**src/rtl/scp_pkg.sv**
```systemverilog
package scp_pkg;

  localparam int ADDR_W  = 13;
  localparam int DATA_W  = 8;
  localparam int INSTR_W = ADDR_W + 3;
  localparam int CNT_W   = $clog2(INSTR_W + 1);
  localparam int BIDX_W  = $clog2(DATA_W);
  localparam int A_W     = 6;
  localparam int B_W     = 13;
  localparam int BHI_W   = B_W - DATA_W;
  localparam int WAIT_W  = 5;

  localparam logic [ADDR_W-1:0] ADR_CFG = 13'h0000;
  localparam logic [ADDR_W-1:0] ADR_ACNT = 13'h0004;
  localparam logic [ADDR_W-1:0] ADR_BHI = 13'h0005;
  localparam logic [ADDR_W-1:0] ADR_BLO = 13'h0006;
  localparam logic [ADDR_W-1:0] ADR_MON = 13'h0007;

  typedef enum logic [1:0] {
    PH_INSTR = 2'd0,
    PH_DATA  = 2'd1,
    PH_DONE  = 2'd2
  } phase_e;

  typedef struct packed {
    phase_e              phase;
    logic [CNT_W-1:0]    bit_cnt;
    logic [INSTR_W-1:0]  sh;
    logic [ADDR_W-1:0]   addr;
    logic                rd;
    logic [1:0]          len;
    logic [1:0]          nbytes;
    logic                lsb;
    logic                load;
    logic [DATA_W-1:0]   tx;
    logic                dout;
    logic                wr_en;
    logic [ADDR_W-1:0]   wr_addr;
    logic [DATA_W-1:0]   wr_data;
  } eng_st_t;

  function automatic logic is_impl(logic [ADDR_W-1:0] a);
    return (a == ADR_CFG) || (a == ADR_ACNT) || (a == ADR_BHI) ||
           (a == ADR_BLO) || (a == ADR_MON);
  endfunction

  function automatic logic [WAIT_W-1:0] wait_of(logic [1:0] code);
    return WAIT_W'(3) << code;
  endfunction

endpackage

```
**src/rtl/scp_sync.sv**
```systemverilog
module scp_sync #(
  parameter int STAGES = 2
) (
  input  logic clk,
  input  logic rst_n,
  input  logic cs_n_i,
  input  logic sck_i,
  input  logic sdi_i,
  output logic rst_sn,
  output logic cs_n_s,
  output logic sck_s,
  output logic sdi_s
);

  localparam logic [2:0] PIN_IDLE = 3'b001;

  logic [STAGES-1:0]      rst_pipe;
  logic [STAGES-1:0][2:0] pin_pipe;

  // reset: asserted at once, released after STAGES clocks
  always_ff @(posedge clk or negedge rst_n) begin
    if (!rst_n) rst_pipe <= '0;
    else        rst_pipe <= {rst_pipe[STAGES-2:0], 1'b1};
  end

  always_ff @(posedge clk or negedge rst_n) begin
    if (!rst_n) pin_pipe <= {STAGES{PIN_IDLE}};
    else        pin_pipe <= {pin_pipe[STAGES-2:0], {sdi_i, sck_i, cs_n_i}};
  end

  assign rst_sn = rst_pipe[STAGES-1];
  assign cs_n_s = pin_pipe[STAGES-1][0];
  assign sck_s  = pin_pipe[STAGES-1][1];
  assign sdi_s  = pin_pipe[STAGES-1][2];

endmodule

```
**src/rtl/scp_engine.sv**
```systemverilog
module scp_engine
  import scp_pkg::*;
(
  input  logic              clk,
  input  logic              rst_n,
  input  logic              cs_n_s,
  input  logic              sck_s,
  input  logic              sdi_s,
  input  logic              cfg_lsb,
  input  logic              cfg_sdo,
  input  logic [DATA_W-1:0] rd_data,
  output logic [ADDR_W-1:0] rd_addr,
  output logic              wr_en,
  output logic [ADDR_W-1:0] wr_addr,
  output logic [DATA_W-1:0] wr_data,
  output logic              dout,
  output logic              sdio_oe,
  output logic              sdo_oe
);

  eng_st_t st, nx;
  logic    sck_q;
  logic    cs_act, rise, fall, rd_active;
  logic [DATA_W-1:0] byte_in;

  always_ff @(posedge clk or negedge rst_n) begin
    if (!rst_n) sck_q <= 1'b0;
    else        sck_q <= sck_s;
  end

  assign cs_act = !cs_n_s;
  assign rise   = cs_act && sck_s && !sck_q;
  assign fall   = cs_act && !sck_s && sck_q;

  // next-state logic
  always_comb begin
    nx       = st;
    nx.wr_en = 1'b0;
    nx.load  = 1'b0;
    byte_in  = '0;
    if (st.load) nx.tx = rd_data;
    if (!cs_act) begin
      nx.phase   = PH_INSTR;
      nx.bit_cnt = '0;
      nx.rd      = 1'b0;
      nx.lsb     = cfg_lsb;
    end else if (rise) begin
      nx.sh      = st.lsb ? {sdi_s, st.sh[INSTR_W-1:1]} : {st.sh[INSTR_W-2:0], sdi_s};
      nx.bit_cnt = st.bit_cnt + 1'b1;
      byte_in    = st.lsb ? nx.sh[INSTR_W-1 -: DATA_W] : nx.sh[DATA_W-1:0];
      unique case (st.phase)
        PH_INSTR: begin
          if (st.bit_cnt == CNT_W'(INSTR_W - 1)) begin
            nx.rd      = nx.sh[INSTR_W-1];
            nx.len     = nx.sh[INSTR_W-2 -: 2];
            nx.addr    = nx.sh[ADDR_W-1:0];
            nx.phase   = PH_DATA;
            nx.bit_cnt = '0;
            nx.nbytes  = '0;
            nx.load    = nx.sh[INSTR_W-1];
          end
        end
        PH_DATA: begin
          if (st.bit_cnt == CNT_W'(DATA_W - 1)) begin
            nx.wr_en   = !st.rd;
            nx.wr_addr = st.addr;
            nx.wr_data = byte_in;
            nx.addr    = st.lsb ? st.addr + 1'b1 : st.addr - 1'b1;
            nx.bit_cnt = '0;
            nx.nbytes  = st.nbytes + 1'b1;
            if (st.len != 2'b11 && st.nbytes == st.len) nx.phase = PH_DONE;
            else                                        nx.load  = st.rd;
          end
        end
        default: nx.bit_cnt = st.bit_cnt;
      endcase
    end else if (fall && st.phase == PH_DATA && st.rd) begin
      nx.dout = st.lsb ? st.tx[st.bit_cnt[BIDX_W-1:0]]
                       : st.tx[BIDX_W'(DATA_W - 1) - st.bit_cnt[BIDX_W-1:0]];
    end
  end

  always_ff @(posedge clk or negedge rst_n) begin
    if (!rst_n) st <= '0;
    else        st <= nx;
  end

  assign rd_active = cs_act && st.rd && (st.phase == PH_DATA);
  assign sdio_oe   = rd_active && !cfg_sdo;
  assign sdo_oe    = rd_active && cfg_sdo;
  assign dout      = st.dout;
  assign rd_addr   = st.addr;
  assign wr_en     = st.wr_en;
  assign wr_addr   = st.wr_addr;
  assign wr_data   = st.wr_data;

  // never two drivers at once
  a_r4_one_driver: assert property (@(posedge clk) disable iff (!rst_n)
    !(sdio_oe && sdo_oe));

  // select high releases both lines on the next cycle
  a_r5_cs_release: assert property (@(posedge clk) disable iff (!rst_n)
    cs_n_s |=> (!sdio_oe && !sdo_oe));

  // bit order frozen while select stays low
  a_r9_order_frozen: assert property (@(posedge clk) disable iff (!rst_n)
    (!cs_n_s && $past(!cs_n_s)) |-> $stable(st.lsb));

  // one write strobe per byte
  a_r12_wr_single: assert property (@(posedge clk) disable iff (!rst_n)
    wr_en |=> !wr_en);

endmodule

```
**src/rtl/scp_regs.sv**
```systemverilog
module scp_regs
  import scp_pkg::*;
#(
  parameter logic [A_W-1:0] A_RST   = '0,
  parameter logic [B_W-1:0] B_RST   = '0,
  parameter logic           LOR_RST = 1'b0,
  parameter logic [1:0]     SEL_RST = 2'b00
) (
  input  logic              clk,
  input  logic              rst_n,
  input  logic              wr_en,
  input  logic [ADDR_W-1:0] wr_addr,
  input  logic [DATA_W-1:0] wr_data,
  input  logic [ADDR_W-1:0] rd_addr,
  output logic [DATA_W-1:0] rd_data,
  output logic              cfg_lsb,
  output logic              cfg_sdo,
  output logic [A_W-1:0]    a_count,
  output logic [B_W-1:0]    b_count,
  output logic              lor_en,
  output logic [1:0]        lock_sel
);

  localparam int HALF = DATA_W / 2;

  logic             lsb_q, sdo_q, lor_q;
  logic [A_W-1:0]   a_q;
  logic [B_W-1:0]   b_q;
  logic [1:0]       sel_q;
  logic             lsb_nx, sdo_nx, lor_nx;
  logic [A_W-1:0]   a_nx;
  logic [B_W-1:0]   b_nx;
  logic [1:0]       sel_nx;
  logic [HALF-1:0]  cfg_set, cfg_lo;
  logic [DATA_W-1:0] cfg_byte;

  // mirrored nibble: bit i and bit 7-i carry the same control
  assign cfg_lo = {1'b1, 1'b0, lsb_q, sdo_q};
  for (genvar i = 0; i < HALF; i++) begin : g_mirror
    assign cfg_set[i]             = wr_data[i] | wr_data[DATA_W-1-i];
    assign cfg_byte[i]            = cfg_lo[i];
    assign cfg_byte[DATA_W-1-i]   = cfg_lo[i];
  end

  always_comb begin
    lsb_nx = lsb_q;
    sdo_nx = sdo_q;
    a_nx   = a_q;
    b_nx   = b_q;
    lor_nx = lor_q;
    sel_nx = sel_q;
    if (wr_en) begin
      unique case (wr_addr)
        ADR_CFG: begin
          if (cfg_set[2]) begin
            lsb_nx = 1'b0;
            sdo_nx = 1'b0;
            a_nx   = A_RST;
            b_nx   = B_RST;
            lor_nx = LOR_RST;
            sel_nx = SEL_RST;
          end else begin
            sdo_nx = cfg_set[0];
            lsb_nx = cfg_set[1];
          end
        end
        ADR_ACNT: a_nx = wr_data[A_W-1:0];
        ADR_BHI:  b_nx = {wr_data[BHI_W-1:0], b_q[DATA_W-1:0]};
        ADR_BLO:  b_nx = {b_q[B_W-1:DATA_W], wr_data};
        ADR_MON: begin
          lor_nx = wr_data[2];
          sel_nx = wr_data[6:5];
        end
        default: ;
      endcase
    end
  end

  always_ff @(posedge clk or negedge rst_n) begin
    if (!rst_n) begin
      lsb_q <= 1'b0;
      sdo_q <= 1'b0;
      a_q   <= A_RST;
      b_q   <= B_RST;
      lor_q <= LOR_RST;
      sel_q <= SEL_RST;
    end else begin
      lsb_q <= lsb_nx;
      sdo_q <= sdo_nx;
      a_q   <= a_nx;
      b_q   <= b_nx;
      lor_q <= lor_nx;
      sel_q <= sel_nx;
    end
  end

  always_comb begin
    unique case (rd_addr)
      ADR_CFG:  rd_data = cfg_byte;
      ADR_ACNT: rd_data = {{(DATA_W-A_W){1'b0}}, a_q};
      ADR_BHI:  rd_data = {{(DATA_W-BHI_W){1'b0}}, b_q[B_W-1:DATA_W]};
      ADR_BLO:  rd_data = b_q[DATA_W-1:0];
      ADR_MON:  rd_data = {1'b0, sel_q, 2'b00, lor_q, 2'b00};
      default:  rd_data = '0;
    endcase
  end

  assign cfg_lsb  = lsb_q;
  assign cfg_sdo  = sdo_q;
  assign a_count  = a_q;
  assign b_count  = b_q;
  assign lor_en   = lor_q;
  assign lock_sel = sel_q;

  // soft reset restores every default
  a_r6_soft_defaults: assert property (@(posedge clk) disable iff (!rst_n)
    (wr_en && wr_addr == ADR_CFG && (wr_data[2] || wr_data[5])) |=>
    (a_q == A_RST && b_q == B_RST && lor_q == LOR_RST && sel_q == SEL_RST &&
     !lsb_q && !sdo_q));

  // writes to unimplemented addresses change nothing
  a_r7_reserved_ignored: assert property (@(posedge clk) disable iff (!rst_n)
    (wr_en && !is_impl(wr_addr)) |=> $stable({lsb_q, sdo_q, a_q, b_q, lor_q, sel_q}));

endmodule

```
**src/rtl/cfg_serial_port.sv**
```systemverilog
module cfg_serial_port
  import scp_pkg::*;
#(
  parameter int SYNC_STAGES = 2
) (
  input  logic              clk,
  input  logic              rst_n,
  input  logic              cs_n,
  input  logic              sck,
  input  logic              sdio_i,
  output logic              sdio_o,
  output logic              sdio_oe,
  output logic              sdo_o,
  output logic              sdo_oe,
  output logic [A_W-1:0]    a_count,
  output logic [B_W-1:0]    b_count,
  output logic              lor_en,
  output logic [WAIT_W-1:0] lock_wait
);

  logic              rst_sn, cs_n_s, sck_s, sdi_s;
  logic              cfg_lsb, cfg_sdo, wr_en, dout;
  logic [ADDR_W-1:0] rd_addr, wr_addr;
  logic [DATA_W-1:0] rd_data, wr_data;
  logic [1:0]        lock_sel;

  scp_sync #(.STAGES(SYNC_STAGES)) i_sync (
    .clk    (clk),
    .rst_n  (rst_n),
    .cs_n_i (cs_n),
    .sck_i  (sck),
    .sdi_i  (sdio_i),
    .rst_sn (rst_sn),
    .cs_n_s (cs_n_s),
    .sck_s  (sck_s),
    .sdi_s  (sdi_s)
  );

  scp_engine i_engine (
    .clk     (clk),
    .rst_n   (rst_sn),
    .cs_n_s  (cs_n_s),
    .sck_s   (sck_s),
    .sdi_s   (sdi_s),
    .cfg_lsb (cfg_lsb),
    .cfg_sdo (cfg_sdo),
    .rd_data (rd_data),
    .rd_addr (rd_addr),
    .wr_en   (wr_en),
    .wr_addr (wr_addr),
    .wr_data (wr_data),
    .dout    (dout),
    .sdio_oe (sdio_oe),
    .sdo_oe  (sdo_oe)
  );

  scp_regs i_regs (
    .clk      (clk),
    .rst_n    (rst_sn),
    .wr_en    (wr_en),
    .wr_addr  (wr_addr),
    .wr_data  (wr_data),
    .rd_addr  (rd_addr),
    .rd_data  (rd_data),
    .cfg_lsb  (cfg_lsb),
    .cfg_sdo  (cfg_sdo),
    .a_count  (a_count),
    .b_count  (b_count),
    .lor_en   (lor_en),
    .lock_sel (lock_sel)
  );

  assign sdio_o    = dout;
  assign sdo_o     = dout;
  assign lock_wait = wait_of(lock_sel);

endmodule

```
**config.mk**
```make
export PLATFORM = sky130hd
export DESIGN_NAME = cfg_serial_port
export DESIGN_NICKNAME = d
export VERILOG_FILES = /design/src/rtl/scp_pkg.sv /design/src/rtl/scp_sync.sv /design/src/rtl/scp_engine.sv /design/src/rtl/scp_regs.sv /design/src/rtl/cfg_serial_port.sv
export SDC_FILE = /design/constraint.sdc
export NUM_CORES = 1
export LEC_CHECK = 0
export BUFFER_PORTS_ARGS = -buffer_cell sky130_fd_sc_hd__clkbuf_2
export CORE_MARGIN = 2
export CORE_UTILIZATION = 40
export CTS_CLUSTER_SIZE = 25
export DETAILED_ROUTE_END_ITERATION = 12
export MAX_ROUTING_LAYER = met4
export PLACE_DENSITY_LB_ADDON = 0.3
export SLEW_MARGIN = 25
export SYNTH_ARGS = -nofsm -noshare
export SYNTH_HDL_FRONTEND = slang
export SYNTH_SLANG_ARGS = --single-unit
```
**constraint.sdc**
```tcl
create_clock -name clk -period 4.5 [get_ports clk]
set_input_delay 0.225 -clock clk [delete_from_list [all_inputs] [get_ports clk]]
set_output_delay 0.225 -clock clk [all_outputs]
set_load 0.01 [all_outputs]
```
==> results of run 1 <==
placed cells by master, fill, tap and decap left out, types with 15 or more instances in the layout:
master | Yosys | final
sky130_fd_sc_hd__dfrtp_1 | 105 | 104
sky130_fd_sc_hd__nand2_1 | 92 | 92
sky130_fd_sc_hd__nor2_1 | 63 | 62
sky130_fd_sc_hd__a21oi_1 | 62 | 62
sky130_fd_sc_hd__clkbuf_2 | 0 | 33
sky130_fd_sc_hd__o21ai_0 | 29 | 29
sky130_fd_sc_hd__nand3_1 | 20 | 20
sky130_fd_sc_hd__inv_1 | 18 | 18
sky130_fd_sc_hd__ha_1 | 16 | 16
sky130_fd_sc_hd__nor3_1 | 15 | 15
power by group through the flow:
stage / clock, uW / combinational [uW] / sequential [uW]
CTS: 845 / 126 / 1060
finish: 825 / 125 / 1060
global placement: 0 / 120 / 1070
global route: 881 / 145 / 1070
floorplan: 0 / 86.8 / 1060
detailed placement: 0 / 123 / 1070
worst max-delay path, delay by kind of cell, from the launching register on:
kind | cells | cell delay (ps)
AND/OR/NAND/NOR | 1 | 160
XOR/XNOR | 1 | 170
buffers and inverters | 2 | 710
flip-flops | 1 | 320
adder cells (fa/ha/maj) | 1 | 560
AO/OA/AOI/OAI | 4 | 1250
logic make-up after synthesis:
group                      Yosys count  synth area share
AOI/OAI and AO/OA                  152             0.171
DFF                                107             0.489
adders and majority gates           17            0.0401
other                                1          0.000684
buffers and inverters               45            0.0324
xor gates and xnor gates            11            0.0176
muxes                               20            0.0509
and+or+nand+nor                    232             0.199
Yosys cell counts, drive strengths merged (10+ instances only):
cell type	n	area, um^2
nor3	15	75.1
nor2b	10	62.6
ha	16	200
nor2	63	236
nand3	20	100
a21oi	63	319
mux2i	11	110
clkbuf	23	86.3
a22o	11	96.3
nand2	92	345
inv	18	67.6
dfrtp	105	2630
o21ai	29	145
per-stage QoR:
| step | power, uW | setup slack [ps] |
|---|---|---|
| 2_1_floorplan | 1150 | 1380 |
| 3_3_place_gp | 1190 | 1500 |
| 3_5_place_dp | 1200 | 1360 |
| 4_1_cts | 2030 | 1190 |
| 5_1_grt | 2090 | 823 |
| 6_report | 2010 | 1150 |
registers in the layout (all words and copies together) (netlist names):
name / flops
i_sync.cs_n_s: 1
i_sync.pin_pipe: 3
i_engine.wr_en: 1
i_engine.dout: 1
i_sync.rst_pipe: 2
i_regs.a_count: 6
i_engine.wr_addr: 13
i_engine.wr_data: 8
i_engine.st: 38
i_sync.sdi_s: 1
i_engine.rd_addr: 13
i_regs.cfg_lsb: 1
i_regs.lor_en: 1
i_regs.lock_sel: 2
i_regs.cfg_sdo: 1
i_regs.b_count: 13
i_engine.sck_q: 1
i_sync.sck_s: 1
final timing paths:
| kind | start | endpoint | slack, ps | depth (start not counted) |
|---|---|---|---|---|
| min in group clk | i_sync.pin_pipe[1] | i_sync.sck_s | 350 | 0 |
| max reg2reg | i_engine.st[32] | i_engine.rd_addr[8] | 1150 | 9 |
| min reg2reg | i_sync.pin_pipe[1] | i_sync.sck_s | 350 | 0 |
| min | rst_n | i_sync.sck_s | 250 | 2 |
| max | i_engine.st[32] | i_engine.rd_addr[8] | 1150 | 9 |
| max in group asynchronous | i_sync.rst_pipe[1] | i_engine.wr_addr[8] | 3050 | 1 |
per-layer routing:
metal | share of wire | track usage | up-vias
met3 | 0.049 | 0.0536 | 29
met1 | 0.45 | 0.268 | 2185
met4 | 0.023 | 0.0640 | 0
met2 | 0.48 | 0.307 | 118
li1 | - | - | 2121
met5 | 0 | - | -
final cells by class:
type,instances,area share
sequential,107,0.437
multi-input combinational,433,0.429
clock buffer,15,0.0453
timing repair buffer,40,0.0371
tap,176,0.0359
inverter,18,0.0110
clock inverter,1,0.00489
repair_timing:
item / 4_1_cts / 5_1_grt
hold endpoints to repair: 11 / 0
hold buffers: 4 / 0
endpoints found under the setup margin: 0 / 0
buffers inserted: 0 / 0
==> reports/results.tsv, run 1 <==
metric	value	unit
run status	completed	
Clock Sink Count	107	
FILL cells	1280	
power per standard cell area	327	nW/um^2
clock network fraction of total power	0.411	
EDFF count, synth	0	
arrival time worst endpoint	3540	ps
Ys Warns	0	
final-stage net count	631	
fraction of registers with async set/reset	1.00	
sequential area share after synthesis	0.489	
final clock skew	8.42	ps
I/O pin count	34	
DR DRC count	0	
iteration-0 DRC count of the detailed router	407	
portion of total power attributed to combinational logic	0.062	
maximum number of pins on one net before global-route repair	52	
final wirelength	13500	um
total negative setup slack	0	ps
max-slew violation count	0	
effective utilization at floorplan	0.413	
aggregate global-route resource usage	0.203	
Die X	121	um
final count of hold timing violations	0	
Syn Area/Cell	9.38	um^2
IO buf count	33	
slew at the pin closest to its max-slew limit	951	ps
diode insertion count for antenna repair	0	
count of different cell masters after synthesis	63	
total grt overflow	0	
full die area	14700	um^2
clock root buffer	sky130_fd_sc_hd__clkbuf_16	
worst-path maximum fanout	35	
Post-Route Hold Slack	247	ps
number of gates given a new drive strength after cts	0	
number of buffers on the longest clock path	2	
y dimension of the die	121	um
fraction of the core area covered by cells at the end of the flow	0.462	
crit end category	flip-flop	
P_int	1530	uW
sequential share of power	0.527	
clock-pin slew reported for the worst setup and hold paths after clock tree synthesis	70	ps
area overhead of the layout relative to synthesis	11.9	%
leakage power total	0.00283	uW
first-pass GRT wire length	22300	um
relative slew slack	0.364	
Vias/cell	5.64	
share of the clock period used by the worst path after layout	0.744	
core area	13300	um^2
cell area after placement	5790	um^2
share of post-route cells with drive strength above 1	0.114	
area used by multi-input combinational logic	2630	um^2
wire length per cell after detailed routing	17.1	um
setup violators final	0	
H-Tree Level Count	3	
sequential standard cell area	2680	um^2
reported net switching power	477	uW
placed wire-length estimate	9550	um
IR drop worst, VDD	209	uV
Maximum Capacitance Violations	0	
total number of placement rows	42	
total of flip-flops plus latches after synthesis	107	
number of buffers inserted during clock tree synthesis	9	
finished layout cell area	6140	um^2
RSZ-0062 raised after global routing	false	
critical path cell sequence	buf_4 -> inv_1 -> fa_1 -> a211oi_1 -> o21bai_1 -> a2111oi_0 -> nor3_1 -> xnor2_1 -> o21ai_0	
post-synthesis cell area	5490	um^2
final cell count without fillers	790	
critical path launch point type	flip-flop	
Mapped Nets	607	
CP max-delay cell	sky130_fd_sc_hd__a2111oi_0	
most frequently used flop master after synthesis	sky130_fd_sc_hd__dfrtp_1	
vias	4453	
Cell Count Post-Placement	770	
critical path type	reg -> reg	
Worst path max stage delay	650	ps
count of antenna-violating nets left after detailed routing	0	
final estimated routing congestion in global placement	0.900	
vias in the first global route	4288	
number of detailed-routing iterations run before antenna repair	7	
Syn Inst Count	585	
highest clock frequency the design can meet	299	MHz
CTS tree	done	
latest clock arrival within the worst-skew pair	360	ps
number of antenna violations at the first check in global routing	0	
switching portion of total power	0.238	
post-route minimum period	3350	ps
Worst Hold Class	in -> async	
Crit path required time	4700	ps
No activity file was read; power rests on OpenSTA's default activity.
==> run 2: changes to the inputs <==
==> constraint.sdc (replaced) <==
create_clock -name clk -period 3.5 [get_ports clk]
set_input_delay 0.175 -clock clk [delete_from_list [all_inputs] [get_ports clk]]
set_output_delay 0.175 -clock clk [all_outputs]
set_load 0.01 [all_outputs]
==> run 2 against run 1 <==
Effect of this change:
- non-clock buffer count rose by 5
- cell area is 0.65% higher
- flip-flop and latch count did not move
- wire length down 1.5%
- fmax rose by 15%
- critical path type unchanged
==> reports/results.tsv, run 2 (synthesis gave the netlist of run 1 again) <==
metric	value	unit
final wirelength	13300	um
critical path type	reg -> reg	
Die X	121	um
H-Tree Level Count	3	
effective utilization at floorplan	0.413	
relative slew slack	0.374	
crit end category	flip-flop	
largest register by flop count	i_engine.st	
number of gates given a new drive strength after cts	0	
run status	completed	
DR DRC count	0	
number of detailed-routing iterations run before antenna repair	6	
IO buf count	33	
full die area	14700	um^2
first-pass GRT wire length	22400	um
total number of placement rows	42	
Clock Sink Count	107	
diode insertion count for antenna repair	0	
Worst Hold Class	in -> async	
share of the clock period used by the worst path after layout	0.834	
critical path launch point type	flip-flop	
most common cell after layout, fill and taps aside	sky130_fd_sc_hd__dfrtp_1	
share of post-route cells with drive strength above 1	0.123	
placed wire-length estimate	9550	um
RSZ-0062 raised after global routing	false	
vias in the first global route	4360	
number of antenna violations at the first check in global routing	0	
clock-pin slew reported for the worst setup and hold paths after clock tree synthesis	70	ps
number of buffers on the longest clock path	2	
Vias/cell	5.64	
I/O pin count	34	
post-route minimum period	2920	ps
IR drop worst, VDD	206	uV
latest clock arrival within the worst-skew pair	350	ps
area overhead of the layout relative to synthesis	12.6	%
Largest register FFs	38	
final count of hold timing violations	0	
final clock skew	8.54	ps
leakage power total	0.00286	uW
worst-path maximum fanout	27	
total grt overflow	0	
Maximum Capacitance Violations	0	
highest clock frequency the design can meet	343	MHz
clock root buffer	sky130_fd_sc_hd__clkbuf_16	
CTS tree	done	
Power, Total	2520	uW
vias	4485	
total negative setup slack	0	ps
maximum number of pins on one net before global-route repair	78	
Crit path required time	3790	ps
final-stage net count	636	
setup violators final	0	
iteration-0 DRC count of the detailed router	393	
arrival time worst endpoint	3210	ps
count of antenna-violating nets left after detailed routing	0	
max-slew violation count	0	
aggregate global-route resource usage	0.201	
top library cells by usage in the layout, fill and taps aside	sky130_fd_sc_hd__dfrtp_1 (104), sky130_fd_sc_hd__nand2_1 (92), sky130_fd_sc_hd__nor2_1 (62), sky130_fd_sc_hd__a21oi_1 (62), sky130_fd_sc_hd__clkbuf_2 (33)	
final estimated routing congestion in global placement	0.874	
core area	13300	um^2
number of buffers inserted during clock tree synthesis	9	
y dimension of the die	121	um
wire length per cell after detailed routing	16.8	um
power per standard cell area	408	nW/um^2
slew at the pin closest to its max-slew limit	940	ps
[run 2: timing repair]
action | in CTS | in global routing
hold buffers | 4 | 0
hold endpoints to repair | 11 | 0
setup buffers | 0 | 0
setup endpoints to repair | 0 | 0
[run 2: metrics by stage]
stage / worst slack [ps] / instances / hold slack [ps] / util / instance area, um^2
6_report: 582 / 795 / 201 / 0.465 / 6180
4_1_cts: 594 / 794 / 186 / 0.463 / 6150
3_5_place_dp: 623 / 774 / 27.2 / 0.438 / 5820
3_3_place_gp: 734 / 774 / 17.8 / 0.438 / 5820
2_1_floorplan: 381 / 585 / -121 / - / 5490
5_1_grt: 282 / 795 / 216 / 0.465 / 6180
[run 2: final cells by class]
class / count / area [um^2]
clock inverter: 3 / 21.3
sequential: 107 / 2680
multi-input combinational: 433 / 2630
inverter: 18 / 67.6
fill: 1277 / 7120
tap: 176 / 220
clock buffer: 13 / 270
timing repair buffer: 45 / 285
[run 2: path summary, 6_finish.rpt]
path | from | end | slack [ps] | cells after the start
max | i_engine.st[67] | i_engine.rd_addr[0] | 580 | 8
min | rst_n | i_sync.sdi_s | 200 | 2
max reg2reg | i_engine.st[67] | i_engine.rd_addr[0] | 580 | 8
min reg2reg | i_sync.rst_pipe[1] | i_engine.st[53] | 260 | 0
max in group asynchronous | i_sync.rst_pipe[1] | i_regs.b_count[12] | 2420 | 2
min in group clk | i_sync.pin_pipe[2] | i_sync.sdi_s | 340 | 0
[run 2: power breakdown]
part | total (uW) | internal, uW | switching [uW]
Sequential | 1350 | 1290 | 62.5
Clock | 995 | 542 | 454
Combinational | 171 | 66.1 | 104
Total | 2520 | 1900 | 620
[run 2: worst max-delay path: stages, from the launching register on]
cell                      delay (ps)
sky130_fd_sc_hd__dfrtp_1         580
sky130_fd_sc_hd__ha_1            270
sky130_fd_sc_hd__and3_1          200
sky130_fd_sc_hd__ha_1            260
sky130_fd_sc_hd__nor2b_1         240
sky130_fd_sc_hd__a21o_1          190
sky130_fd_sc_hd__nand2_1         500
sky130_fd_sc_hd__nor4b_1         470
sky130_fd_sc_hd__a211o_1         140
[run 2: routing by layer]
metal / share of wire / track usage
met5: 0 / -
met4: 0.021 / 0.0625
met3: 0.051 / 0.0437
met2: 0.47 / 0.310
met1: 0.46 / 0.267
==> run 3: changes to the inputs <==
==> constraint.sdc (replaced) <==
create_clock -name clk -period 3.05 [get_ports clk]
set_input_delay 0.1525 -clock clk [delete_from_list [all_inputs] [get_ports clk]]
set_output_delay 0.1525 -clock clk [all_outputs]
set_load 0.01 [all_outputs]
==> run 3 against run 2 <==
Effect of this change:
- worst setup slack worse by 120 ps
- wire length about the same
- cell count is 0.25% higher
- utilization up 0.34 points
- clock power grew 29%
- non-clock buffer count increased by 2
- clock skew decreased by 1.4 ps
- die area unchanged
- sequential power increased by 15%
- first-iteration DRC count is 29% lower
- fmax is 13% higher
- cell area increased by 0.73%
- largest cell class unchanged
==> reports/results.tsv, run 3 (synthesis gave the netlist of run 1 again) <==
metric	value	unit
run status	completed	
sequential standard cell area	2680	um^2
final count of hold timing violations	0	
number of buffers on the longest clock path	2	
cell area after placement	5850	um^2
Worst path max stage delay	490	ps
relative slew slack	0.575	
share of the clock period used by the worst path after layout	0.847	
crit end category	flip-flop	
CP max-delay cell	sky130_fd_sc_hd__a2111oi_0	
Maximum Capacitance Violations	0	
largest register by flop count	i_engine.st	
full die area	14700	um^2
clock root buffer	sky130_fd_sc_hd__clkbuf_16	
number of antenna violations at the first check in global routing	0	
fraction of the core area covered by cells at the end of the flow	0.468	
Largest register FFs	38	
clock network fraction of total power	0.423	
critical path launch point type	flip-flop	
final clock skew	7.13	ps
Vias/cell	5.52	
CTS tree	done	
setup violators final	0	
I/O pin count	34	
area overhead of the layout relative to synthesis	13.5	%
final cell count without fillers	797	
vias in the first global route	4278	
H-Tree Level Count	3	
final-stage net count	638	
Crit path required time	3330	ps
number of detailed-routing iterations run before antenna repair	5	
total negative setup slack	0	ps
Cell Count Post-Placement	777	
total grt overflow	0	
core area	13300	um^2
P_int	2320	uW
wire length per cell after detailed routing	16.7	um
total of hold buffers inserted after clock tree synthesis	4	
final wirelength	13300	um
portion of total power attributed to combinational logic	0.066	
reported net switching power	709	uW
count of antenna-violating nets left after detailed routing	0	
Worst Hold Class	in -> async	
iteration-0 DRC count of the detailed router	280	
clock-pin slew reported for the worst setup and hold paths after clock tree synthesis	70	ps
leakage power total	0.00288	uW
sequential share of power	0.511	
critical path cell sequence	inv_1 -> ha_1 -> a211oi_1 -> o21bai_1 -> a2111oi_0 -> nor3_1 -> xnor2_1 -> o21ai_0	
WP buf/inv	1	
number of gates given a new drive strength after cts	0	
IR drop worst, VDD	277	uV
final estimated routing congestion in global placement	0.904	
arrival time worst endpoint	2860	ps
most common cell after layout, fill and taps aside	sky130_fd_sc_hd__dfrtp_1	
aggregate global-route resource usage	0.203	
Largest delay share family, worst path	compound AO/OA/AOI/OAI gates	
share of post-route cells with drive strength above 1	0.126	
Die X	121	um
worst-path maximum fanout	13	
FILL cells	1269	
RSZ-0062 raised after global routing	false	
vias	4400	
DR DRC count	0	
maximum number of pins on one net before global-route repair	100	
highest clock frequency the design can meet	387	MHz
area used by multi-input combinational logic	2630	um^2
placed wire-length estimate	9530	um
top library cells by usage in the layout, fill and taps aside	sky130_fd_sc_hd__dfrtp_1 (104), sky130_fd_sc_hd__nand2_1 (92), sky130_fd_sc_hd__nor2_1 (62), sky130_fd_sc_hd__a21oi_1 (62), sky130_fd_sc_hd__clkbuf_2 (33)	
total number of placement rows	42	
post-route minimum period	2580	ps
latest clock arrival within the worst-skew pair	360	ps
effective utilization at floorplan	0.413	
diode insertion count for antenna repair	0	
switching portion of total power	0.234	
Clock Sink Count	107	
post-CTS setup buffer count	0	
IO buf count	33	
first-pass GRT wire length	22300	um
critical path type	reg -> reg	
finished layout cell area	6220	um^2
y dimension of the die	121	um
number of buffers inserted during clock tree synthesis	9	
max-slew violation count	0	
power per standard cell area	486	nW/um^2
slew at the pin closest to its max-slew limit	633	ps
==> run 3: per-layer routing <==
metal / global-route usage / wire length [um] / vias up
met3: 0.0423 / 579 / 17
met2: 0.326 / 6440 / 96
li1: - / - / 2131
met5: - / 0 / -
met1: 0.261 / 6070 / 2156
met4: 0.0560 / 236 / 0
==> run 3: layout make-up <==
type	instances	area share
flip-flops and latches	107	0.431
repair buffers	47	0.0470
clock buffers	12	0.0412
well taps	176	0.0354
multi-input cells	433	0.423
inverters	18	0.0109
clock inverters	4	0.0117
==> run 3: power groups by stage <==
stage	clock network, uW	logic (uW)	registers (uW)
4_1_cts	1310	202	1540
6_report	1280	199	1550
3_5_place_dp	0	196	1570
3_3_place_gp	0	190	1570
5_1_grt	1370	228	1550
2_1_floorplan	0	128	1560
==> run 3: path summary, 6_finish.rpt <==
path                               startpoint                  end  slack [ps]  depth (start not counted)
min in group clk           i_sync.pin_pipe[2]         i_sync.sdi_s         360                          0
hold reg to reg            i_sync.pin_pipe[2]         i_sync.sdi_s         360                          0
max in group asynchronous  i_sync.rst_pipe[1]  i_engine.wr_addr[1]        2270                          1
setup reg to reg              i_engine.st[32]  i_engine.rd_addr[8]         470                          8
setup / recovery              i_engine.st[32]  i_engine.rd_addr[8]         470                          8
hold / removal                          rst_n         i_sync.sdi_s         180                          2
==> run 3: metrics by stage <==
step                setup WS (ps)  hold WS [ps]  power, uW
CTS                           484           165       3060
global route                  166           181       3150
floorplan                    28.2          -143       1690
global placement              604         -3.97       1760
detailed placement            499          10.2       1770
finish                        466           179       3030
